### src/rtl/scanirq_pkg.sv
package scanirq_pkg;
  parameter int CNT_W = 8;
  typedef logic [CNT_W-1:0] cnt_t;

  typedef struct packed {
    logic fire;
    cnt_t next;
  } step_t;

  // One qualifying line: optional line-0 pre-step, then test and step.
  function automatic step_t line_step(input cnt_t cur, input logic first_line,
                                      input cnt_t reload);
    step_t r;
    cnt_t  v;
    v = cur;
    if (first_line && (v != '0)) v = v - cnt_t'(1);
    if (v == '0) begin
      r.fire = 1'b1;
      r.next = reload;
    end else begin
      r.fire = 1'b0;
      r.next = v - cnt_t'(1);
    end
    return r;
  endfunction
endpackage

### src/rtl/scanirq_decode.sv
module scanirq_decode #(
  parameter int          ADDR_W   = 16,
  parameter logic [15:0] DEC_MASK = 16'hFF01,
  parameter logic [15:0] BASE_C   = 16'hC000,
  parameter logic [15:0] BASE_E   = 16'hE000,
  parameter logic [15:0] MIRROR   = 16'h0800
) (
  input  logic              wr_en,
  input  logic [ADDR_W-1:0] wr_addr,
  output logic              ld_cnt,
  output logic              ld_lat,
  output logic              set_off,
  output logic              set_on,
  output logic              wr_any
);
  logic [ADDR_W-1:0] key;
  logic [3:0]        hit;
  localparam int NSEL = 4;
  localparam logic [15:0] SEL_ADDR [NSEL] = '{BASE_C, BASE_C | 16'h1,
                                              BASE_E, BASE_E | 16'h1};

  assign key = wr_addr & DEC_MASK[ADDR_W-1:0];

  for (genvar i = 0; i < NSEL; i++) begin : g_sel
    assign hit[i] = wr_en &&
      ((key == SEL_ADDR[i][ADDR_W-1:0]) ||
       (key == (SEL_ADDR[i][ADDR_W-1:0] | MIRROR[ADDR_W-1:0])));
  end

  assign ld_cnt  = hit[0];
  assign ld_lat  = hit[1];
  assign set_off = hit[2];
  assign set_on  = hit[3];
  assign wr_any  = |hit;
endmodule

### src/rtl/scanirq_core.sv
module scanirq_core
  import scanirq_pkg::*;
#(
  parameter int LINE_W    = 9,
  parameter int LAST_LINE = 239
) (
  input  logic              clk,
  input  logic              rst_n,
  input  logic              ld_cnt,
  input  logic              ld_lat,
  input  logic              set_off,
  input  logic              set_on,
  input  logic              wr_any,
  input  cnt_t              wr_data,
  input  logic              hsync,
  input  logic [LINE_W-1:0] line,
  input  logic              disp_on,
  output cnt_t              cnt_q,
  output cnt_t              lat_q,
  output logic              en_q,
  output logic              req_q,
  output logic              tick,
  output logic              fire
);
  localparam logic [LINE_W-1:0] LAST = LINE_W'(LAST_LINE);
  step_t st;

  assign tick = hsync && (line <= LAST) && disp_on && en_q && !req_q && !wr_any;
  assign st   = line_step(cnt_q, line == '0, lat_q);
  assign fire = tick && st.fire;

  always_ff @(posedge clk) begin
    if (!rst_n) begin
      cnt_q <= '0;
      lat_q <= '0;
      en_q  <= 1'b0;
      req_q <= 1'b0;
    end else if (wr_any) begin
      req_q <= 1'b0;
      if (ld_cnt)  cnt_q <= wr_data;
      if (ld_lat)  lat_q <= wr_data;
      if (set_off) en_q  <= 1'b0;
      if (set_on)  en_q  <= 1'b1;
    end else if (tick) begin
      cnt_q <= st.next;
      if (st.fire) req_q <= 1'b1;
    end
  end
endmodule

### src/rtl/scanirq_counter.sv
module scanirq_counter
  import scanirq_pkg::*;
#(
  parameter int ADDR_W    = 16,
  parameter int LINE_W    = 9,
  parameter int LAST_LINE = 239
) (
  input  logic              clk,
  input  logic              rst_n,
  input  logic              wr_en,
  input  logic [ADDR_W-1:0] wr_addr,
  input  logic [CNT_W-1:0]  wr_data,
  input  logic              hsync,
  input  logic [LINE_W-1:0] line,
  input  logic              disp_on,
  output logic              irq
);
  logic ld_cnt, ld_lat, set_off, set_on, wr_any;
  logic en_q, req_q, tick, fire;
  cnt_t cnt_q, lat_q;

  scanirq_decode #(.ADDR_W(ADDR_W)) u_dec (
    .wr_en(wr_en), .wr_addr(wr_addr), .ld_cnt(ld_cnt), .ld_lat(ld_lat),
    .set_off(set_off), .set_on(set_on), .wr_any(wr_any)
  );

  scanirq_core #(.LINE_W(LINE_W), .LAST_LINE(LAST_LINE)) u_core (
    .clk(clk), .rst_n(rst_n), .ld_cnt(ld_cnt), .ld_lat(ld_lat),
    .set_off(set_off), .set_on(set_on), .wr_any(wr_any), .wr_data(wr_data),
    .hsync(hsync), .line(line), .disp_on(disp_on), .cnt_q(cnt_q),
    .lat_q(lat_q), .en_q(en_q), .req_q(req_q), .tick(tick), .fire(fire)
  );

  assign irq = req_q;
endmodule

### config.mk
export PLATFORM = sky130hd
export DESIGN_NAME = scanirq_counter
export DESIGN_NICKNAME = d
export VERILOG_FILES = /design/src/rtl/scanirq_pkg.sv /design/src/rtl/scanirq_decode.sv /design/src/rtl/scanirq_core.sv /design/src/rtl/scanirq_counter.sv
export SDC_FILE = /design/constraint.sdc
export NUM_CORES = 1
export LEC_CHECK = 0
export BUFFER_PORTS_ARGS = -buffer_cell sky130_fd_sc_hd__clkbuf_2
export CAP_MARGIN = 15
export CORE_MARGIN = 2
export CORE_UTILIZATION = 35
export CTS_CLUSTER_SIZE = 14
export DETAILED_ROUTE_END_ITERATION = 6
export PLACE_DENSITY = 0.69
export SLEW_MARGIN = 20
export SYNTH_ARGS = -nofsm -noshare
export SYNTH_HDL_FRONTEND = slang
export SYNTH_SLANG_ARGS = --single-unit
### constraint.sdc
create_clock -name clk -period 3.1 [get_ports clk]
set_input_delay 0.31 -clock clk [delete_from_list [all_inputs] [get_ports clk]]
set_output_delay 0.31 -clock clk [all_outputs]
set_load 0.005 [all_outputs]
==> impl_metrics.tcl, run 1 <==
set metrics [dict create \
    detail_route.drc_violations 0 \
    power_density_nw_per_um2 249 \
    finish.net_count 263 \
    num_vias 1474 \
    synthCells 186 \
    max_stage_delay_ns 0.55 \
    worst_slew_margin_rel_pct 69.3 \
    syn_area_per_cell_um2 7.81 \
    crit_path_cell_trace "or4_4, nor3_2, or2_4, nor2_1, a21oi_1, ha_1, inv_1, a2111oi_0, nor3_1, xnor2_1, mux2i_1, a21oi_1" \
    ant_nets 0 \
    port_buffers 30 \
    synth_nets 228 \
    hold_buffers 0 \
    htree_num_levels 1 \
    dieWidth_um 68.4 \
    final_min_period_over_clock_period_pct 91.9 \
    placement_cell_area_um2 1700 \
    dieHeight_um 68.4 \
    min-delay-path-class "in -> reg" \
    final-hold-violation-count 0 \
    grt_pass1_wl_mm 6.18 \
    post-dp-hpwl_mm 2.81 \
    timing.final.setup_violations 0 \
    clock_sink_count 18 \
    period_minus_slack_ns 2.85 \
    routedWlPerCell_um 13.4 \
    initial_core_util_pct 36.3 \
    synth.cell_area_um2 1450 \
    detail_route.iter0.violations 74 \
    timing.setup.critical_path_class "reg -> reg" \
    initial_antenna_violation_count 0 \
    postLayoutSetupSlackWorst_ns 0.250 \
    synth_top_area_cell "sky130_fd_sc_hd__dfxtp_1" \
    primary_flip_flop_cell_chosen_by_synthesis_mapping "sky130_fd_sc_hd__dfxtp_1" \
    std_cell_rows 23 \
    critical_path.top_delay_family "simple AND/OR/NAND/NOR gates" \
    synth.ff_latch_count 18 \
    cts-root-to-sink-buffers 2 \
    post_route_design_area_um2 1750 \
    skew_ns 0.00425 \
    end_kind "flip-flop" \
    p_leak_nw 0.684 \
    grt_use_total_pct 17.2 \
    synth_cell_types 51 \
    grt_start_max_net_pins 22 \
    floorplan.core_area_um2 4000 \
    tritoncts "built" \
    syn2layout_area_growth_pct 20.3 \
    timing.critical_path.mode_cell "sky130_fd_sc_hd__a21oi_1" \
    required_ns 3.22 \
    clk_latency_ns 0.25 \
    tightest_slew_ns 0.448 \
    vias_per_cell 5.48 \
    timing.fmax_mhz 351 \
    grt_setup_unrepaired "false" \
    dieArea_um2 4680 \
    synthTopCellsByArea "sky130_fd_sc_hd__dfxtp_1, sky130_fd_sc_hd__mux2i_1, sky130_fd_sc_hd__nand2_1" \
    pre_cts_slack_ns 0.190 \
    first_global_vias 1341 \
    critPathBufInv 1 \
    synth_commonest_cells "sky130_fd_sc_hd__dfxtp_1, sky130_fd_sc_hd__nand2_1, sky130_fd_sc_hd__nor2_1" \
    finalWeightedCongestion 0.828 \
    wl_mm 3.61 \
    yosysSeqAreaShare_pct 24.8 \
    timing.final.max_slew_violations 0 \
    clock_pin_slew_worst_setup_and_hold_paths_ns 0.07 \
    setup_total_negative_slack_ns 0 \
    boundaryPins 39 \
    fillers 403 \
    peakVddDrop_v 0.000281 \
    worstPathArrival_ns 2.97 \
    root_buffer "sky130_fd_sc_hd__clkbuf_8" \
    drv.max_cap_violation_count 0 \
    total_grt_overflow 0 \
    firstDrtPassIters 4 \
    type_of_origin_of_the_critical_path "flip-flop" \
    drive_above_1_share_pct 26.9 \
    clock_buffers_created_by_tritoncts 3 \
    timing.critical_path.fanout_max 5 \
    synth_async_sr_flop_share_pct 0 \
    yosys_warnings 0 \
    antenna_cells_inserted 0 \
    yosysTopAreaCellShare_pct 24.8 \
    critPathSlowestCell "sky130_fd_sc_hd__or4_4" \
    status "complete, no violations" \
    synth_edf_count 0 \
]
cells in the final DEF (no fill, tap or decap), types with 2 or more instances in the layout:
cell type / n
sky130_fd_sc_hd__clkbuf_2: 30
sky130_fd_sc_hd__nand2_1: 18
sky130_fd_sc_hd__dfxtp_1: 18
sky130_fd_sc_hd__nor2_1: 17
sky130_fd_sc_hd__nand3_1: 12
sky130_fd_sc_hd__a21oi_1: 11
sky130_fd_sc_hd__buf_4: 11
sky130_fd_sc_hd__a21boi_0: 8
sky130_fd_sc_hd__mux2i_1: 7
sky130_fd_sc_hd__xnor2_1: 6
sky130_fd_sc_hd__inv_1: 6
sky130_fd_sc_hd__o211ai_1: 6
sky130_fd_sc_hd__nor3_1: 5
sky130_fd_sc_hd__o21ai_0: 5
sky130_fd_sc_hd__nor3b_1: 4
sky130_fd_sc_hd__nand4_1: 4
sky130_fd_sc_hd__o31ai_1: 4
sky130_fd_sc_hd__ha_1: 4
sky130_fd_sc_hd__and4_1: 3
sky130_fd_sc_hd__clkbuf_8: 3
sky130_fd_sc_hd__nand2b_1: 2
sky130_fd_sc_hd__or3_4: 2
sky130_fd_sc_hd__nand3b_1: 2
sky130_fd_sc_hd__nor4_1: 2
area by class of cell:
class                           instances  area, um^2  area share (%)
Clock buffer                            3        41.3            2.36
Inverter                                6        22.5            1.29
Multi-Input combinational cell        150        1010            57.7
Sequential cell                        18         360            20.6
Tap cell                               50        62.6            3.58
Timing Repair Buffer                   42         253            14.5
metal layers:
layer | track usage, % | routed length, um | share of wire (%) | up-vias
li1 | - | - | - | 755
met1 | 23.0 | 1780 | 49 | 680
met2 | 28.2 | 1660 | 46 | 34
met3 | 1.48 | 120 | 3.3 | 5
met4 | 7.00 | 57 | 1.6 | 0
met5 | 0 | 0 | 0 | -
worst register-to-register path: stages, from the launching register on:
cell and delay [ns]:
sky130_fd_sc_hd__dfxtp_1 0.31, sky130_fd_sc_hd__or4_4 0.55, sky130_fd_sc_hd__nor3_2 0.28, sky130_fd_sc_hd__or2_4 0.21
sky130_fd_sc_hd__nor2_1 0.04, sky130_fd_sc_hd__a21oi_1 0.19, sky130_fd_sc_hd__ha_1 0.20, sky130_fd_sc_hd__inv_1 0.04
sky130_fd_sc_hd__a2111oi_0 0.41, sky130_fd_sc_hd__nor3_1 0.13, sky130_fd_sc_hd__xnor2_1 0.15, sky130_fd_sc_hd__mux2i_1 0.13
sky130_fd_sc_hd__a21oi_1 0.08
per-stage QoR:
| stage | hold WS [ns] | util, % | power [mW] | instances |
|---|---|---|---|---|
| 2_1_floorplan | 0.439 | - | 0.253 | 186 |
| 3_3_place_gp | 0.458 | 42.6 | 0.278 | 266 |
| 3_5_place_dp | 0.464 | 42.6 | 0.279 | 266 |
| 4_1_cts | 0.315 | 43.6 | 0.438 | 269 |
| 5_1_grt | 0.329 | 43.7 | 0.453 | 269 |
| 6_report | 0.308 | 43.7 | 0.436 | 269 |
state kept, by name, indices dropped and copies added (netlist names):
signal,count
u_core.lat_q,8
u_core.en_q,1
u_core.cnt_q,8
u_core.req_q,1
report_power, final:
| group | total, mW | internal [mW] | switching [mW] | leakage (nW) |
|---|---|---|---|---|
| clock network | 0.162 | 0.0864 | 0.0753 | 0.0216 |
| logic | 0.0423 | 0.0205 | 0.0218 | 0.517 |
| registers | 0.232 | 0.232 | 0.000206 | 0.145 |
timing repair:
item | 4_1_cts | 5_1_grt
resized for setup | 0 | 1
buffers inserted | 0 | 0
setup endpoints to repair | 0 | 2
logic make-up (layout without fill, tap and decap cells):
kind of cell / count (synthesis) / in the layout / share of synthesized area (%)
AOI/OAI and AO/OA: 45 / 45 / 21.6
DFF: 18 / 18 / 24.8
buffers and inverters: 18 / 51 / 5.94
muxes: 8 / 8 / 5.60
and+or+nand+nor: 86 / 86 / 34.4
xor gates and xnor gates: 7 / 7 / 4.22
adders and majority gates: 4 / 4 / 3.45
path summary, 6_finish.rpt:
path,endpoint,slack (ns),startpoint,depth (start not counted)
worst max-delay path,u_core.cnt_q[4],0.25,u_core.cnt_q[5],12
worst min-delay path,u_core.lat_q[0],0.31,wr_data[0],3
worst max register to register,u_core.cnt_q[4],0.25,u_core.cnt_q[5],12
worst min register to register,u_core.lat_q[0],0.47,u_core.lat_q[0],2
Note: power is estimated with default switching activity, not from simulation.
==> run 2, diff against run 1 <==
- ABC_CLOCK_PERIOD_IN_PS: default -> 3100
- SYNTH_HIERARCHICAL: default -> 1
==> run 2 against run 1 <==
Effect of this change: worst hold slack lost 0.0076 ns; clock-buffer cell count increased by 1; wire length down 2.9%; setup slack improved by 0.055 ns; fmax grew 2.0%; area after synthesis is 2.7% higher; global-route usage fell by 1.4 points; flip-flop and latch count stayed put; largest cell class unchanged; largest power group unchanged; highest routed layer unchanged.
==> impl_metrics.tcl, run 2 <==
set metrics [dict create \
    status "complete, no violations" \
    design_power_total_mw 0.462 \
    setup_total_negative_slack_ns 0 \
    initial_antenna_violation_count 0 \
    reg.largest.list "u_core/cnt_q (8), u_core/lat_q (8)" \
    final_min_period_over_clock_period_pct 90.2 \
    syn2layout_area_growth_pct 19.8 \
    pre_cts_slack_ns 0.222 \
    met2_length_mm 1.65 \
    yosys_warnings 6 \
    timing.final.max_slew_violations 0 \
    mostFrequentLayoutCell "sky130_fd_sc_hd__clkbuf_2" \
    grt_pass1_wl_mm 6.38 \
    routedWlPerCell_um 13.0 \
    clk_latency_ns 0.26 \
    min-delay-path-class "in -> reg" \
    firstDrtPassIters 5 \
    type_of_origin_of_the_critical_path "flip-flop" \
    initial_core_util_pct 36.8 \
    post-cts-setup-buffers 0 \
    finish.net_count 263 \
    period_minus_slack_ns 2.80 \
    timing.fmax_mhz 358 \
    drive_above_1_share_pct 27.7 \
    worst_case_register_to_register_setup_slack_ns 0.30 \
    hold_buffers 0 \
    synthCells 188 \
    antenna_cells_inserted 0 \
    grt_use_total_pct 15.8 \
    drv.max_cap_violation_count 0 \
    power_density_nw_per_um2 258 \
    peakVddDrop_v 0.000181 \
    syn_area_per_cell_um2 7.93 \
    ant_nets 0 \
    p_leak_nw 0.606 \
    required_ns 3.27 \
    placement_cell_area_um2 1730 \
    m1WireLength_mm 1.71 \
    routed-wl-met3_um 90 \
    finalWeightedCongestion 0.828 \
    dieWidth_um 69.3 \
    clock_buffers_created_by_tritoncts 3 \
    reg2reg_from "u_core/cnt_q[1]" \
    port_buffers 30 \
    highest_routed_metal_layer "met4" \
    tightest_slew_ns 0.525 \
    synth.cell_area_um2 1490 \
    post_route_design_area_um2 1790 \
    worstPathArrival_ns 2.97 \
    grt_setup_unrepaired "false" \
    cts.repair.resized 0 \
    final-hold-violation-count 0 \
    detail_route.iter0.violations 71 \
    root_buffer "sky130_fd_sc_hd__clkbuf_8" \
    std_cell_rows 23 \
    tritoncts "built" \
    num_vias 1496 \
    clock_sink_count 18 \
    end_kind "flip-flop" \
    finalHoldWorstSlack_ns 0.301 \
    worst_slew_margin_rel_pct 64.6 \
    crit_start "u_core/cnt_q[1]" \
    timing.critical_path.fanout_max 6 \
    total_grt_overflow 0 \
    most_used_cells_in_the_layout_excluding_fill_and_tap_cells "sky130_fd_sc_hd__clkbuf_2, sky130_fd_sc_hd__nand2_1, sky130_fd_sc_hd__dfxtp_1" \
    boundaryPins 39 \
    timing.setup.critical_path_class "reg -> reg" \
    fillers 427 \
    htree_num_levels 1 \
    crit_end "u_core/cnt_q[4]" \
    detail_route.drc_violations 0 \
    vias_per_cell 5.54 \
    grt_start_max_net_pins 31 \
    floorplan.core_area_um2 4060 \
    timing.final.setup_violations 0 \
    post-dp-hpwl_mm 2.68 \
    synth_nets 230 \
    reg2reg_depth 13 \
    r2r-end "u_core/cnt_q[4]" \
    wl_mm 3.51 \
    dieArea_um2 4800 \
    dieHeight_um 69.3 \
    first_global_vias 1394 \
    skew_ns 0.00115 \
    cts-root-to-sink-buffers 2 \
    postLayoutSetupSlackWorst_ns 0.304 \
    clock_pin_slew_worst_setup_and_hold_paths_ns 0.07 \
]
[run 2: how the worst min path moves through the flow]
stage	slack (ns)	start	depth (start not counted)	endpoint
after floorplan	0.44	u_core/lat_q[6]	2	u_core/lat_q[6]
after global placement	0.45	u_core/lat_q[3]	2	u_core/lat_q[3]
after detailed placement	0.46	u_core/lat_q[3]	2	u_core/lat_q[3]
after CTS	0.30	wr_data[7]	3	u_core/lat_q[7]
after global routing	0.33	wr_data[1]	3	u_core/lat_q[1]
final	0.30	wr_data[6]	3	u_core/lat_q[6]
[run 2: layer usage]
layer / global-route usage, % / up-vias
met5: 0 / -
met4: 5.66 / 0
met3: 1.74 / 4
met2: 25.1 / 23
met1: 22.1 / 693
li1: - / 776
[run 2: area by class of cell]
| type | count | area, um^2 | area share [%] |
|---|---|---|---|
| Multi-Input combinational cell | 151 | 1050 | 59.0 |
| Inverter | 6 | 22.5 | 1.26 |
| Timing Repair Buffer | 41 | 233 | 13.0 |
| Sequential cell | 18 | 360 | 20.2 |
| Tap cell | 50 | 62.6 | 3.50 |
| Clock buffer | 4 | 55.1 | 3.08 |
[run 2: report_power, final]
group / total [mW] / switching (mW) / internal, mW / leakage (nW)
logic: 0.0358 / 0.0163 / 0.0195 / 0.433
registers: 0.231 / 0.00000363 / 0.231 / 0.145
clock network: 0.195 / 0.0817 / 0.113 / 0.0288
[run 2: through the flow]
| stage | std cells | utilization (%) |
|---|---|---|
| detailed placement | 266 | 42.6 |
| global placement | 266 | 42.6 |
| finish | 270 | 44.0 |
| floorplan | 188 | - |
| CTS | 270 | 43.9 |
| global route | 270 | 44.0 |
[run 2: critical path, cell delays in order, from the launching register on]
cell	delay (ns)
sky130_fd_sc_hd__dfxtp_1	0.35
sky130_fd_sc_hd__inv_1	0.09
sky130_fd_sc_hd__ha_1	0.15
sky130_fd_sc_hd__or3b_4	0.40
sky130_fd_sc_hd__nor2_1	0.16
sky130_fd_sc_hd__nor2_1	0.10
sky130_fd_sc_hd__o21ai_0	0.27
sky130_fd_sc_hd__ha_1	0.22
sky130_fd_sc_hd__inv_1	0.10
sky130_fd_sc_hd__a311oi_1	0.25
sky130_fd_sc_hd__a31oi_1	0.07
sky130_fd_sc_hd__o21ai_0	0.23
sky130_fd_sc_hd__xnor2_1	0.12
sky130_fd_sc_hd__a211oi_1	0.21
